--- src/rtl/col_seq_pkg.sv ---
package col_seq_pkg;
    localparam int COL_W   = 8;
    localparam int KEY_W   = 7;
    localparam int CL_W    = 2;
    localparam int LEN_LSB = 0;
    localparam int ORD_BIT = 3;
    localparam int CL_LSB  = 4;

    typedef struct packed {
        logic [COL_W-1:0] mask;  // length - 1, all ones for whole page
        logic             full;
        logic             ilv;
        logic [CL_W-1:0]  cas;
    } mode_t;

    localparam mode_t MODE_RST = '{mask: '0, full: 1'b0, ilv: 1'b0, cas: CL_W'(2)};
endpackage

--- src/rtl/col_mode_reg.sv ---
module col_mode_reg
    import col_seq_pkg::*;
(
    input  logic             clk,
    input  logic             rst_n,
    input  logic             mode_wr,
    input  logic [KEY_W-1:0] mode_key,
    output mode_t            mode,
    output logic             key_err
);
    typedef struct packed {
        mode_t mode;
        logic  err;
    } mreg_t;

    mreg_t cur_q, nxt_d;
    mode_t cand;
    logic  len_ok, cl_ok;
    logic [2:0] len_code, cl_code;

    assign len_code = mode_key[LEN_LSB +: 3];
    assign cl_code  = mode_key[CL_LSB +: 3];

    always_comb begin
        cand      = cur_q.mode;
        cand.ilv  = mode_key[ORD_BIT];
        cand.full = 1'b0;
        cand.cas  = cl_code[CL_W-1:0];
        len_ok    = 1'b1;
        case (len_code)
            3'b000: cand.mask = COL_W'(0);
            3'b001: cand.mask = COL_W'(1);
            3'b010: cand.mask = COL_W'(3);
            3'b011: cand.mask = COL_W'(7);
            3'b111: begin
                cand.mask = '1;
                cand.full = 1'b1;
                len_ok    = ~mode_key[ORD_BIT];
            end
            default: begin
                cand.mask = cur_q.mode.mask;
                len_ok    = 1'b0;
            end
        endcase
        cl_ok = (cl_code == 3'd1) || (cl_code == 3'd2) || (cl_code == 3'd3);

        nxt_d = cur_q;
        if (mode_wr) begin
            if (len_ok && cl_ok) begin
                nxt_d.mode = cand;
                nxt_d.err  = 1'b0;
            end else begin
                nxt_d.err  = 1'b1;
            end
        end
    end

    always_ff @(posedge clk) begin
        if (!rst_n) cur_q <= '{mode: MODE_RST, err: 1'b0};
        else        cur_q <= nxt_d;
    end

    assign mode    = cur_q.mode;
    assign key_err = cur_q.err;


    bad_key_hold_chk: assert property (@(posedge clk) disable iff (!rst_n)
        (mode_wr && !(len_ok && cl_ok)) |=> (key_err && mode == $past(mode)));

    idle_mode_stable_chk: assert property (@(posedge clk) disable iff (!rst_n)
        !mode_wr |=> ($stable(mode) && $stable(key_err)));

    cas_legal_chk: assert property (@(posedge clk) disable iff (!rst_n)
        mode.cas != '0);
endmodule

--- src/rtl/col_burst_ctr.sv ---
module col_burst_ctr
    import col_seq_pkg::*;
(
    input  logic             clk,
    input  logic             rst_n,
    input  mode_t            mode,
    input  logic             burst_go,
    input  logic [COL_W-1:0] start_col,
    input  logic             burst_stop,
    output logic [COL_W-1:0] col,
    output logic             busy,
    output logic             last
);
    typedef struct packed {
        logic             busy;
        logic [COL_W-1:0] beat;
        logic [COL_W-1:0] base;
        mode_t            cfg;
    } ctr_t;

    ctr_t cur_q, nxt_d;
    logic [COL_W-1:0] seq_low, ilv_low, low;

    assign last    = cur_q.busy && !cur_q.cfg.full && (cur_q.beat == cur_q.cfg.mask);
    assign seq_low = cur_q.base + cur_q.beat;
    assign ilv_low = cur_q.base ^ cur_q.beat;
    assign low     = cur_q.cfg.ilv ? ilv_low : seq_low;

    for (genvar i = 0; i < COL_W; i++) begin : g_colbit
        assign col[i] = cur_q.cfg.mask[i] ? low[i] : cur_q.base[i];
    end

    always_comb begin
        nxt_d = cur_q;
        if (burst_go) begin
            nxt_d.busy = 1'b1;
            nxt_d.beat = '0;
            nxt_d.base = start_col;
            nxt_d.cfg  = mode;
        end else if (burst_stop) begin
            nxt_d.busy = 1'b0;
        end else if (cur_q.busy) begin
            if (last) nxt_d.busy = 1'b0;
            else      nxt_d.beat = cur_q.beat + COL_W'(1);
        end
    end

    always_ff @(posedge clk) begin
        if (!rst_n) cur_q <= '{busy: 1'b0, beat: '0, base: '0, cfg: MODE_RST};
        else        cur_q <= nxt_d;
    end

    assign busy = cur_q.busy;


    go_loads_chk: assert property (@(posedge clk) disable iff (!rst_n)
        burst_go |=> (busy && col == $past(start_col)));

    stop_ends_chk: assert property (@(posedge clk) disable iff (!rst_n)
        (burst_stop && !burst_go) |=> !busy);

    last_ends_chk: assert property (@(posedge clk) disable iff (!rst_n)
        (last && !burst_go) |=> !busy);

    full_runs_chk: assert property (@(posedge clk) disable iff (!rst_n)
        (busy && cur_q.cfg.full && !burst_go && !burst_stop) |=> busy);

    cfg_kept_chk: assert property (@(posedge clk) disable iff (!rst_n)
        !burst_go |=> $stable(cur_q.cfg));

    idle_hold_chk: assert property (@(posedge clk) disable iff (!rst_n)
        (!busy && !burst_go) |=> $stable(col));
endmodule

--- src/rtl/sdram_col_seq.sv ---
module sdram_col_seq
    import col_seq_pkg::*;
(
    input  logic             clk,
    input  logic             rst_n,
    input  logic             mode_wr,
    input  logic [KEY_W-1:0] mode_key,
    output logic             key_err,
    output logic [CL_W-1:0]  cas_lat,
    input  logic             burst_go,
    input  logic [COL_W-1:0] start_col,
    input  logic             burst_stop,
    output logic [COL_W-1:0] col_out,
    output logic             burst_busy,
    output logic             last_beat
);
    mode_t cur_mode;

    col_mode_reg u_mode (
        .clk      (clk),
        .rst_n    (rst_n),
        .mode_wr  (mode_wr),
        .mode_key (mode_key),
        .mode     (cur_mode),
        .key_err  (key_err)
    );

    col_burst_ctr u_ctr (
        .clk        (clk),
        .rst_n      (rst_n),
        .mode       (cur_mode),
        .burst_go   (burst_go),
        .start_col  (start_col),
        .burst_stop (burst_stop),
        .col        (col_out),
        .busy       (burst_busy),
        .last       (last_beat)
    );

    assign cas_lat = cur_mode.cas;


    last_needs_busy_chk: assert property (@(posedge clk) disable iff (!rst_n)
        last_beat |-> burst_busy);
endmodule

--- config.mk ---
export PLATFORM = sky130hd
export DESIGN_NAME = sdram_col_seq
export DESIGN_NICKNAME = d
export VERILOG_FILES = /design/src/rtl/col_seq_pkg.sv /design/src/rtl/col_mode_reg.sv /design/src/rtl/col_burst_ctr.sv /design/src/rtl/sdram_col_seq.sv
export SDC_FILE = /design/constraint.sdc
export NUM_CORES = 1
export LEC_CHECK = 0
export CAP_MARGIN = 20
export CORE_MARGIN = 4
export CORE_UTILIZATION = 55
export DETAILED_ROUTE_END_ITERATION = 12
export GPL_TIMING_DRIVEN = 1
export PLACE_DENSITY = 0.81
export SLEW_MARGIN = 25
export SYNTH_ARGS = -nofsm -noshare
export SYNTH_HDL_FRONTEND = slang
export SYNTH_SLANG_ARGS = --single-unit
--- constraint.sdc ---
create_clock -name clk -period 4.71 [get_ports clk]
set_input_delay 0.471 -clock clk [delete_from_list [all_inputs] [get_ports clk]]
set_output_delay 0.471 -clock clk [all_outputs]
set_load 0.03 [all_outputs]
==> impl.org, run 1 <==
** Outcome
- Status :: complete, no violations

** Floorplan
- Die area :: 4340 um2
- In this run the core area contains 20 standard-cell rows.
- The die is 65.9 um wide.
- Die height :: 65.9 um
- Initial core utilization :: 0.589
- IO Count :: 33
- Core ar. :: 3130 um2

** Route
- Remaining design rule violation count :: 0
- The detail route stage leaves a number of antenna-violating nets equal to 0.
- Via total after detailed routing :: 1619
- After detailed routing, the average wire length per cell comes to 14.0 um.
- Initial DRC Count :: 116
- Total wirelength of the detailed-routed design :: 3970 um
- Via/cell ratio :: 5.72
- The first TritonRoute pass finished after 4 iterations.

** STA
- Post-layout minimum cycle time :: 3.44 ns
- Setup repair after global routing left no endpoint under its margin.
- Top achievable clock speed :: 0.291 GHz
- The total count of hold-check failures in the final report came to 0.
- Worst hold slack :: 0.491 ns
- Least-Margin Pin Slew :: 0.924 ns
- Ratio of final minimum period to clock period :: 0.731
- The count of pins over their slew limit is 0.
- The clock arrives with 0.00736 ns of skew.
- After routing, the total negative slack on setup checks comes to 0 ns.
- Worst slew slack as a fraction of its limit :: 0.382
- Count of endpoints failing setup in the final report :: 0

** Setup path
- Largest delay contributor family on the critical path :: compound AO/OA/AOI/OAI gates
- In this run the worst path has a maximum fanout of 5.
- Data arrival time of the worst path :: 2.97 ns
- Number of buffer and inverter instances along the worst setup path :: 2
- Worst Setup Path Type :: flip-flop to output pin
- The worst register-to-register path begins at u_ctr.cur_q[10]$_SDFFE_PN0P_.
- Endpoint class of the critical path :: output pin
- The worst setup path is launched from a flip-flop.
- Series of cell instances along the critical path :: ha_1, inv_1, fa_1, nor2b_1, o21ai_0, a21oi_1, a311oi_1, a221o_1, clkdlybuf4s50_1
- Peak per-stage delay on the critical path :: 0.59 ns
- STA puts the critical path data required time at 4.24 ns.
- The number of cells on the worst reg-to-reg path is 5.
- In this run the worst setup path begins at u_ctr.cur_q[20]$_SDFFE_PP0P_.
- The critical path crosses 9 cells after its start point.
- Cell with the largest stage delay on the worst path :: sky130_fd_sc_hd__clkdlybuf4s50_1

** Layout
- With fillers left out, the area of the finished cells amounts to 2240 um2.
- Fill cells in the final layout number 252.
- The top cell types in the final layout, fill and taps aside, are 32 x sky130_fd_sc_hd__clkdlybuf4s50_1, 32 x sky130_fd_sc_hd__dfxtp_1, 21 x sky130_fd_sc_hd__mux2i_1, 19 x sky130_fd_sc_hd__nor2b_1, 19 x sky130_fd_sc_hd__nor2_1.
- From synthesis to final layout, the design area changed by 21.7%.
- Antenna fix cells :: 0
- Proportion of layout cells with a drive suffix above 1 :: 0.0628
- For this run, the share of the core covered by cells in the final layout is 0.717.
- The final layout contains 267 nets.

** Clock tree
- Counting the buffers created by CTS gives 5.
- Clock tree from TritonCTS :: built
- Clk Latency, worst-skew pair :: 0.34 ns
- Clock tree buffer depth :: 2
- Clock root buffer master :: sky130_fd_sc_hd__clkbuf_4
- Count of instances resized after the clock tree is built :: 0
- Number of setup buffers added after CTS :: 0
- Clock-pin slew was measured on the worst setup and hold paths at 0.10 ns.
- The H-tree generated during clock tree synthesis spans 2 levels.
- Hold_buf cts :: 0
- CTS saw 32 sinks.

** Placement
- Routability congestion estimate from global placement :: 0.845
- PortBufs :: 32
- Detailed placement ended at an HPWL of 3040 um.
- Total cell area at the placement stage :: 2160 um2

** Power and ir drop
- Overall power of the completed layout :: 0.000583 W
- For this design the ratio of total power to cell area is 260 nW/um2.
- Across the VDD grid, the largest voltage drop is 0.190 mV.
- For this design the static power due to leakage is 0.877 nW.

** Yosys
- Distinct cell type count after synthesis :: 41
- After synthesis, the mean cell area works out to 8.82 um2.
- Sequential share of the synthesized area :: 0.348
- The synthesized netlist occupies a cell area of 1840 um2.
- Number of storage elements in the synthesis netlist :: 32
- The number of nets in the synthesized netlist is 238.
- Syn Inst Count :: 209
- Synth Warn # :: 0

** Job
- The tool flagged a number of max-cap violations equal to 0.

** Min path
- In this run the worst hold path is classified as flip-flop to flip-flop.
- Instance count along the most critical hold path :: 2
- Hold Startpoint :: u_mode.mode[1]$_SDFFE_PN1P_

** Global routing
- Met2 track utilization from global routing :: 0.359
- Layer carrying the most global-route usage :: met2
- GRT Residual Overflow :: 0
- In the global route stage, overall resource usage came out at 0.203.
- The initial antenna violation count is 0.
- Vias in the first global route :: 1575
- The first global-routing pass estimated 6830 um of wire.
- Met3 layer usage reported by global route :: 0.0561
- Entering global routing, the biggest net connects 27 pins.
- GR Layer Usage met1 :: 0.223
==> state kept, by name, summed over array words and instances, names as in the netlist <==
register	cells
u_mode.mode	8
u_ctr.cur_q	22
u_mode.key_err	1
u_ctr.busy	1
==> where the power goes <==
part	internal, W	switching [W]	total, W
sequential	0.000278	0.00000661	0.000285
clock	0.000111	0.0000967	0.000207
combinational	0.0000462	0.0000443	0.0000905
total	0.000435	0.000148	0.000583
==> tightest hold or removal path: cells and delay by family (launching register included) <==
family        cells  cell delay, ns
mux               1            0.06
simple gates      1            0.06
flops             1            0.34
==> cells by family (layout without fill, tap and decap cells) <==
logic type / Yosys count / count (layout) / share of synthesized area
AO/OA/AOI/OAI: 42 / 42 / 0.164
XOR/XNOR: 6 / 6 / 0.0285
buffers and inverters: 17 / 47 / 0.0441
AND/OR/NAND/NOR: 81 / 81 / 0.230
multiplexers: 22 / 22 / 0.120
flip-flops: 32 / 32 / 0.348
adder cells (fa/ha/maj): 9 / 9 / 0.0652
==> cells in the mapped netlist <==
| cell | number | area [um2] |
|---|---|---|
| sky130_fd_sc_hd__xnor2_1 | 6 | 52.6 |
| sky130_fd_sc_hd__and4_1 | 1 | 8.76 |
| sky130_fd_sc_hd__o22ai_2 | 1 | 12.5 |
| sky130_fd_sc_hd__o21a_1 | 1 | 7.51 |
| sky130_fd_sc_hd__and3_1 | 2 | 12.5 |
| sky130_fd_sc_hd__mux2i_1 | 21 | 210 |
| sky130_fd_sc_hd__and4bb_2 | 1 | 12.5 |
| sky130_fd_sc_hd__nand3b_1 | 1 | 7.51 |
| sky130_fd_sc_hd__nand4_1 | 2 | 12.5 |
| sky130_fd_sc_hd__a21boi_0 | 4 | 30.0 |
| sky130_fd_sc_hd__a221o_1 | 1 | 10.0 |
| sky130_fd_sc_hd__o2111a_1 | 1 | 11.3 |
| sky130_fd_sc_hd__a222oi_1 | 1 | 10.0 |
| sky130_fd_sc_hd__inv_1 | 7 | 26.3 |
| sky130_fd_sc_hd__o21ai_0 | 9 | 45.0 |
| sky130_fd_sc_hd__clkbuf_1 | 5 | 18.8 |
| sky130_fd_sc_hd__nand2_1 | 15 | 56.3 |
| sky130_fd_sc_hd__a41oi_2 | 1 | 16.3 |
| sky130_fd_sc_hd__a31oi_1 | 2 | 12.5 |
| sky130_fd_sc_hd__nor3_1 | 4 | 20.0 |
| sky130_fd_sc_hd__mux2_2 | 1 | 11.3 |
| sky130_fd_sc_hd__ha_1 | 8 | 100 |
| sky130_fd_sc_hd__a41o_1 | 1 | 10.0 |
| sky130_fd_sc_hd__or3_1 | 1 | 6.26 |
| sky130_fd_sc_hd__fa_1 | 1 | 20.0 |
| sky130_fd_sc_hd__nand3_1 | 3 | 15.0 |
| sky130_fd_sc_hd__nand2b_1 | 12 | 75.1 |
| sky130_fd_sc_hd__buf_2 | 2 | 10.0 |
| sky130_fd_sc_hd__buf_6 | 1 | 11.3 |
| sky130_fd_sc_hd__o211a_1 | 1 | 10.0 |
| sky130_fd_sc_hd__a21o_1 | 1 | 7.51 |
| sky130_fd_sc_hd__o211ai_1 | 1 | 7.51 |
| sky130_fd_sc_hd__nor2_1 | 19 | 71.3 |
| sky130_fd_sc_hd__a31o_2 | 3 | 26.3 |
| sky130_fd_sc_hd__a311oi_1 | 3 | 26.3 |
| sky130_fd_sc_hd__buf_4 | 2 | 15.0 |
| sky130_fd_sc_hd__or4_1 | 1 | 7.51 |
| sky130_fd_sc_hd__a211oi_1 | 2 | 15.0 |
| sky130_fd_sc_hd__dfxtp_1 | 32 | 641 |
| sky130_fd_sc_hd__nor2b_1 | 19 | 119 |
| sky130_fd_sc_hd__a21oi_1 | 9 | 45.0 |
==> metrics by stage <==
| stage | setup WS [ns] | std cells |
|---|---|---|
| floorplan | 2.24 | 209 |
| global placement | 1.78 | 275 |
| detailed placement | 1.64 | 275 |
| CTS | 1.25 | 283 |
| global route | 1.10 | 283 |
| finish | 1.27 | 283 |
==> layout make-up <==
cell class	instances	area (um2)	area share
timing repair buffer	32	320	0.143
inverter	7	26.3	0.0117
multi-input combinational	160	1120	0.500
sequential	32	641	0.286
tap	44	55.1	0.0245
clock buffer	5	37.5	0.0167
clock inverter	3	42.5	0.0190
==> per-layer routing <==
| layer | vias to the layer above | part of all wire |
|---|---|---|
| met5 | - | 0 |
| met4 | 0 | 0.024 |
| met3 | 10 | 0.060 |
| met2 | 52 | 0.50 |
| met1 | 758 | 0.42 |
| li1 | 799 | - |
==> final timing paths <==
kind                                   to  slack (ns)
max                            col_out[6]        1.27
min           u_mode.mode[1]$_SDFFE_PN1P_        0.49
max reg2reg  u_ctr.cur_q[22]$_SDFFE_PP0P_        2.50
min reg2reg   u_mode.mode[1]$_SDFFE_PN1P_        0.49
No activity file was read; power rests on OpenSTA's default activity.
==> inputs of run 2 (changes only) <==
--- a/config.mk
+++ b/config.mk
@@ -7,10 +7,10 @@
 export LEC_CHECK = 0
 export CAP_MARGIN = 20
 export CORE_MARGIN = 4
-export CORE_UTILIZATION = 55
+export CORE_UTILIZATION = 52
 export DETAILED_ROUTE_END_ITERATION = 12
 export GPL_TIMING_DRIVEN = 1
-export PLACE_DENSITY = 0.81
+export PLACE_DENSITY = 0.77
 export SLEW_MARGIN = 25
 export SYNTH_ARGS = -nofsm -noshare
 export SYNTH_HDL_FRONTEND = slang
==> constraint.sdc (replaced) <==
create_clock -name clk -period 3.29 [get_ports clk]
set_input_delay 0.329 -clock clk [delete_from_list [all_inputs] [get_ports clk]]
set_output_delay 0.329 -clock clk [all_outputs]
set_load 0.03 [all_outputs]
==> run 2 against run 1 <==
Against the previous run: utilization shrank 5.1 points; count of clock-buffer cells in the layout grew 2; clock skew is essentially flat; via count decreased by 5.7%; first-iteration DRC count grew 19%; die area grew 5.1%; wire length is 9.8% lower; register-to-register slack lost 1.3 ns; worst hold slack lost 0.0034 ns; setup slack worse by 1.1 ns; sequential share of layout area down 0.21 points; critical endpoint is now col_out[4]; highest routed layer unchanged.
==> impl.org, run 2 (synthesis gave the netlist of run 1 again) <==
** Outcome
- The run finished with clean final reports.

** Layout
- Proportion of layout cells with a drive suffix above 1 :: 0.0744
- Non-Filler Cell Area, Final :: 2260 um2
- The library cells used most frequently in the layout, excluding fill and tap cells, are 32 x sky130_fd_sc_hd__dfxtp_1, 30 x sky130_fd_sc_hd__clkdlybuf4s50_1, 21 x sky130_fd_sc_hd__mux2i_1, 19 x sky130_fd_sc_hd__nor2b_1, 19 x sky130_fd_sc_hd__nor2_1.
- Antenna fix cells :: 0
- Fill cells in the final layout number 280.
- The register with the most flip-flops in the final layout is u_ctr.cur_q.
- The register with the most flip-flops in the layout has 22 of them.
- Most common cell after layout, fill and taps aside :: sky130_fd_sc_hd__dfxtp_1
- Utilization of the core after routing :: 0.667
- The area growth from synthesis to layout is 22.6%.
- After the last flow step, the layout net total stands at 270.

** Route
- Via/cell ratio :: 5.30
- Number of iterations in the first detailed-routing pass :: 4
- Remaining design rule violation count :: 0
- The detail route stage leaves a number of antenna-violating nets equal to 0.
- Total wirelength of the detailed-routed design :: 3580 um
- Post-detailed-route wirelength per cell :: 12.4 um
- Via total after detailed routing :: 1526
- Initial DRC Count :: 138

** STA
- Ratio of final minimum period to clock period :: 0.948
- Static timing analysis puts the maximum clock frequency at 0.321 GHz.
- Number of hold violations in the final report :: 0
- At the pin with the least slew margin, the transition time is 0.601 ns.
- Worst clock skew :: 0.00757 ns
- Worst hold slack :: 0.487 ns
- Setup repair after global routing left no endpoint under its margin.
- Sum of negative setup slack :: 0 ns
- Count of endpoints failing setup in the final report :: 0
- Post-layout minimum cycle time :: 3.12 ns
- The count of pins over their slew limit was 0.
- Worst slew slack as a fraction of its limit :: 0.599
- Slack of the critical path :: 0.170 ns

** Clock tree
- Clock tree synthesis selected as its root buffer the cell sky130_fd_sc_hd__clkbuf_4.
- TritonCTS built the clock tree.
- The clock reaches the later pin of the worst-skew pair after 0.34 ns.
- For this design, the sink count on the clock tree is 32.
- Cts bufs inserted :: 5
- H-tree levels :: 2
- Number of setup buffers added after CTS :: 0
- Clock-pin slew was measured on the worst setup and hold paths at 0.10 ns.
- For this design, the CTS-stage hold fixing added 0 buffers.
- In this run the deepest clock path goes through 2 buffers.

** Floorplan
- The initial utilization of the core area, before any placement, comes to 0.544.
- Overall die width :: 67.5 um
- Row generation in the floorplan step produced 21 rows.
- In this run the standard cell core region covers 3390 um2.
- Die height :: 67.5 um
- 33 I/O pins were placed.
- Die area :: 4560 um2

** Placement
- Total cell area at the placement stage :: 2190 um2
- PortBufs :: 32
- Detailed placement HPWL :: 2730 um
- Routability congestion estimate from global placement :: 0.822
- Dpl ws :: 0.396 ns

** Global routing
- Entering global routing, the biggest net connects 27 pins.
- GRT Residual Overflow :: 0
- Antenna violations before repair :: 0
- Overall routing resource usage :: 0.174
- Global-route wire length before repair :: 5910 um
- The via count of the first global-routing pass came to 1376.

** Power and ir drop
- Of the total power, the clock network draws 0.306.
- Combinational cell fraction of total power :: 0.166
- In this run the power density over the cells is 342 nW/um2.
- Max rail drop VDD :: 0.281 mV
- Leak Pwr :: 0.913 nW
- Internal power summed over all cells :: 0.000570 W
- Share of total power consumed by net switching :: 0.262
- Part of the power in registers :: 0.528
- Net Switching :: 0.000202 W

** Setup path
- The worst setup path is captured at an output pin.
- Worst Setup Path Type :: flip-flop to output pin
- At the worst endpoint, the arrival time is 2.79 ns.
- STA classifies the critical path startpoint as a flip-flop.
- STA puts the critical path data required time at 2.96 ns.
- In this run the worst path has a maximum fanout of 5.

** Min path
- Class of the worst hold path :: flip-flop to flip-flop

** Job
- Total of max-cap violations :: 0
-- run 2: metrics by stage --
step,power [W],cells
global placement,0.000545,280
detailed placement,0.000546,280
global route,0.000805,288
floorplan,0.000493,209
finish,0.000772,288
CTS,0.000781,288
-- run 2: repair_timing --
| action | CTS | global route |
|---|---|---|
| endpoints found under the hold margin | 0 | 0 |
| gates resized for setup | 0 | 3 |
| setup endpoints to repair | 0 | 3 |
-- run 2: worst paths after layout --
kind / slack (ns) / endpoint / depth (start not counted) / startpoint
hold / removal: 0.49 / u_mode.mode[6]$_SDFFE_PN0P_ / 2 / u_mode.mode[6]$_SDFFE_PN0P_
setup reg to reg: 1.24 / u_ctr.cur_q[22]$_SDFFE_PP0P_ / 5 / u_ctr.cur_q[24]$_SDFFE_PP0P_
setup / recovery: 0.17 / col_out[4] / 9 / u_ctr.cur_q[20]$_SDFFE_PP0P_
hold reg to reg: 0.49 / u_mode.mode[6]$_SDFFE_PN0P_ / 2 / u_mode.mode[6]$_SDFFE_PN0P_
-- run 2: layout make-up --
| cell class | count | area [um2] | area share |
|---|---|---|---|
| clock buffers | 7 | 55.1 | 0.0244 |
| inverters | 7 | 26.3 | 0.0116 |
| multi-input cells | 160 | 1120 | 0.498 |
| flip-flops and latches | 32 | 641 | 0.283 |
| clock inverters | 1 | 7.51 | 0.00332 |
| repair buffers | 35 | 348 | 0.154 |
| well taps | 46 | 57.6 | 0.0255 |
-- run 2: worst max-delay path, stage by stage, from the launching register on --
cell and delay [ns]:
sky130_fd_sc_hd__dfxtp_1 0.44, sky130_fd_sc_hd__ha_1 0.24, sky130_fd_sc_hd__inv_1 0.07, sky130_fd_sc_hd__fa_1 0.38, sky130_fd_sc_hd__nor2b_1 0.11, sky130_fd_sc_hd__o21ai_0 0.09
sky130_fd_sc_hd__a21oi_2 0.22, sky130_fd_sc_hd__xnor2_1 0.09, sky130_fd_sc_hd__a21oi_1 0.14, sky130_fd_sc_hd__clkdlybuf4s50_1 0.68
-- run 2: per-layer routing --
metal,track usage,up-vias,routed length [um]
met5,0,-,0
met4,0.0835,0,52
met3,0.0399,7,157
met2,0.290,27,1680
met1,0.209,690,1700
li1,-,802,-
-- run 2: power groups by stage --
stage	clock (W)	combinational, W	sequential, W
2_1_floorplan	0	0.0000753	0.000417
3_3_place_gp	0	0.000129	0.000416
3_5_place_dp	0	0.000129	0.000417
4_1_cts	0.000243	0.000130	0.000408
5_1_grt	0.000256	0.000140	0.000409
6_report	0.000236	0.000129	0.000407
==> inputs of run 3 (changes only) <==
--- a/config.mk
+++ b/config.mk
@@ -5,13 +5,15 @@
 export SDC_FILE = /design/constraint.sdc
 export NUM_CORES = 1
 export LEC_CHECK = 0
+export ABC_AREA = 1
 export CAP_MARGIN = 20
 export CORE_MARGIN = 4
 export CORE_UTILIZATION = 52
 export DETAILED_ROUTE_END_ITERATION = 12
 export GPL_TIMING_DRIVEN = 1
+export HOLD_SLACK_MARGIN = 0.1
 export PLACE_DENSITY = 0.77
-export SLEW_MARGIN = 25
+export SLEW_MARGIN = 20
 export SYNTH_ARGS = -nofsm -noshare
 export SYNTH_HDL_FRONTEND = slang
 export SYNTH_SLANG_ARGS = --single-unit
==> run 3 against run 2 <==
Against the previous run: register-to-register slack gained 0.51 ns; first-iteration DRC count is 35% lower; setup slack got worse by 0.0078 ns; die area up 1.6%; global-route usage up 2.8 points; total power is 13% higher; cell area rose by 1.2%; critical path type unchanged.
==> impl.org, run 3 <==
** Outcome
- The flow ran to the end, and the final reports show no timing, DRC or antenna violations.

** Layout
- Most common cell after layout, fill and taps aside :: sky130_fd_sc_hd__nand2_1
- Area of combinational cells with multiple inputs :: 1040 um2
- Post-synthesis to final-layout area growth :: 21.8%
- The repair_antennas step left the layout with diodes totalling 0.
- Max FFs per register :: 22
- In the final layout, flip-flops and latches occupy 641 um2.
- The register with the most flip-flops in the final layout is u_ctr.cur_q.
- Proportion of layout cells with a drive suffix above 1 :: 0.0675
- Non-Filler Cell Area, Final :: 2290 um2
- Number of standard cells in the layout, taps in and fillers out :: 357
- Post-layout net count :: 339
- In the layout the commonest cells are 68 x sky130_fd_sc_hd__nand2_1, 35 x sky130_fd_sc_hd__inv_1, 32 x sky130_fd_sc_hd__clkdlybuf4s50_1, 32 x sky130_fd_sc_hd__dfxtp_1, 28 x sky130_fd_sc_hd__nor2_1.
- The filler cells instantiated in the layout total 328.

** STA
- Number of hold violations in the final report :: 0
- Timing would allow up to 0.320 GHz.
- For the pin with the worst max-slew slack, the measured transition is 0.492 ns.
- Worst hold slack :: 0.464 ns
- Setup repair after global routing left no endpoint under its margin.
- Slack of the critical path :: 0.163 ns
- Across the routed clock network, the largest skew measured is 0.0139 ns.
- Sum of negative setup slack :: 0 ns
- Post-layout minimum cycle time :: 3.13 ns
- Dividing the final minimum period by the clock period gives 0.951.
- Count of endpoints failing setup in the final report :: 0
- The count of pins over their slew limit came to 0.
- Worst slew slack as a fraction of its limit :: 0.672

** Route
- The count of nets left with antenna violations once routing finished came out at 0.
- The pre-antenna-repair detailed-routing pass consisted of 4 iterations.
- Via/cell ratio :: 5.05
- After detailed routing, the average wire length per cell comes to 11.6 um.
- The final route contains 1802 vias.
- In this run, the number of DRC markers left after iteration 0 of detailed routing was 90.
- Total wirelength of the detailed-routed design :: 4160 um
- Remaining design rule violation count :: 0

** Yosys
- Counting every instance in the synthesized netlist gives 278.
- After synthesis, the netlist uses 28 different library cells.
- Cell with the most instances after synthesis :: sky130_fd_sc_hd__nand2_1
- Net count after synthesis :: 307
- For this run, the leading register cell type out of synthesis is sky130_fd_sc_hd__dfxtp_1.
- Cell area after technology mapping :: 1880 um2
- Largest area contributor in the netlist :: sky130_fd_sc_hd__dfxtp_1
- In this run, synthesis inferred 0 flip-flops with an integrated enable.
- Dividing the synthesized area by the synthesized cell count gives 6.75 um2.
- In the post-synthesis netlist, the biggest area contributors are sky130_fd_sc_hd__dfxtp_1 34%, sky130_fd_sc_hd__nand2_1 14%, sky130_fd_sc_hd__inv_1 7.0%, sky130_fd_sc_hd__o21ai_0 6.4%, sky130_fd_sc_hd__a21oi_1 5.9%.
- After synthesis the netlist holds a flip-flop and latch count of 32.
- Sequential share of the synthesized area :: 0.341
- The share of synthesized area in the top cell type comes to 0.341.
- Share of flip-flops with an asynchronous set or reset :: 0
- The commonest cells after synthesis are 68 x sky130_fd_sc_hd__nand2_1, 35 x sky130_fd_sc_hd__inv_1, 32 x sky130_fd_sc_hd__dfxtp_1.
- Yosys printed 0 warnings.

** Job
- Max-cap violations in this run came to 0.

** Floorplan
- From left edge to right edge, the die measures 68.1 um.
- Initial core utilization :: 0.549
- For this design the top-level I/O count stands at 33.
- Die area :: 4630 um2
- Die height :: 68.1 um
- Core ar. :: 3420 um2
- The floorplan has 21 rows.

** Clock tree
- The clock reaches the later pin of the worst-skew pair after 0.34 ns.
- TritonCTS built the clock tree.
- Clock root buffer master :: sky130_fd_sc_hd__clkbuf_4
- The number of clock buffers added by TritonCTS is 5.
- The number of hold buffers added after CTS was 0.
- Num Clock Sinks :: 32
- Clock tree buffer depth :: 2
- In this run, post-CTS repair resized a total of 0 instances.
- Clock transition at path regs :: 0.11 ns
- H-tree levels :: 2
- Post-CTS timing repair inserted 0 buffers for setup.

** Global routing
- GRT Residual Overflow :: 0
- Antenna violations before repair :: 0
- Vias in the first global route :: 1690
- Global-route wire length before repair :: 7020 um
- Overall routing resource usage :: 0.202
- Entering global routing, the biggest net connects 18 pins.

** Placement
- Total cell area at the placement stage :: 2210 um2
- Cell count after placement :: 349
- Port buffering added 32 buffers.
- After legalization and detailed placement, the total HPWL measured 3110 um.
- Routability congestion estimate from global placement :: 0.842
- Dpl ws :: 0.525 ns

** Setup path
- Along the worst path, the maximum fanout reaches 7.
- At the worst endpoint, the arrival time is 2.80 ns.
- The worst setup path is launched from a flip-flop.
- STA classifies the critical path endpoint as an output pin.
- Worst path required time :: 2.96 ns
- Series of cell instances along the critical path :: ha_1, inv_1, fa_1, o21ai_0, nand2_1, xor2_1, o21ai_0, clkdlybuf4s50_1
- The critical path is of the flip-flop to output pin type.
- Most frequent CP cell :: sky130_fd_sc_hd__o21ai_0
- Among all stages on the critical path, the largest delay is contributed by sky130_fd_sc_hd__clkdlybuf4s50_1.
- Peak per-stage delay on the critical path :: 0.69 ns

** Power and ir drop
- Dividing total power by cell area gives a power density of 382 nW/um2.
- Leak Pwr :: 0.994 nW
- Max rail drop VDD :: 0.376 mV

** Min path
- Class of the worst hold path :: flip-flop to flip-flop
## run 3: cell types whose count changed in the layout (fill, tap and decap cells not counted), sizes merged, moves of 19 or more
cell	previous run	this run
nand2	15	72
inv	7	36
nor2b	19	0
mux2i	21	0
## run 3: power breakdown
part           total (W)  switching [W]  internal (W)  leakage [nW]
sequential      0.000417      0.0000133      0.000403         0.262
clock           0.000295       0.000136      0.000159        0.0422
combinational   0.000160      0.0000917     0.0000687         0.689
total           0.000872       0.000241      0.000631         0.994
## run 3: cell type report
cell class	instances	area share
tap	46	0.0252
clock buffer	6	0.0181
multi-input combinational	201	0.455
clock inverter	2	0.0153
sequential	32	0.280
timing repair buffer	33	0.143
inverter	37	0.0629
## run 3: worst paths after layout
kind | start | to | slack [ns] | cells after the start
setup reg to reg | u_ctr.cur_q[10]$_SDFFE_PN0P_ | u_ctr.cur_q[26]$_SDFFE_PP0P_ | 1.75 | 8
setup / recovery | u_ctr.cur_q[20]$_SDFFE_PP0P_ | col_out[4] | 0.16 | 8
hold / removal | u_mode.mode[3]$_SDFFE_PN0P_ | u_mode.mode[3]$_SDFFE_PN0P_ | 0.46 | 2
hold reg to reg | u_mode.mode[3]$_SDFFE_PN0P_ | u_mode.mode[3]$_SDFFE_PN0P_ | 0.46 | 2
## run 3: through the flow
stage	power (W)	util
after floorplan	0.000520	-
after global placement	0.000583	0.647
after detailed placement	0.000585	0.647
after CTS	0.000876	0.669
after global routing	0.000914	0.669
final	0.000872	0.669
## run 3: worst max-delay path, delay by kind of cell (launching register included)
| kind | cells | cell delay [ns] |
|---|---|---|
| adder cells (fa/ha/maj) | 2 | 0.59 |
| AO/OA/AOI/OAI | 2 | 0.43 |
| buffers and inverters | 2 | 0.75 |
| AND/OR/NAND/NOR | 1 | 0.11 |
| XOR/XNOR | 1 | 0.15 |
| flip-flops | 1 | 0.44 |
## run 3: cell families after synthesis
logic type	count (synthesis)	share of synthesized area
DFF	32	0.341
adders and majority gates	10	0.0693
xor gates and xnor gates	7	0.0327
buffers and inverters	45	0.105
AOI/OAI and AO/OA	52	0.153
and+or+nand+nor	132	0.299
## run 3: per-layer routing
| metal | routed length, um | up-vias | global-route usage |
|---|---|---|---|
| met5 | 0 | - | 0 |
| met4 | 53 | 0 | 0.0720 |
| met3 | 170 | 6 | 0.0542 |
| met2 | 1920 | 40 | 0.345 |
| met1 | 2020 | 804 | 0.241 |
| li1 | - | 952 | - |
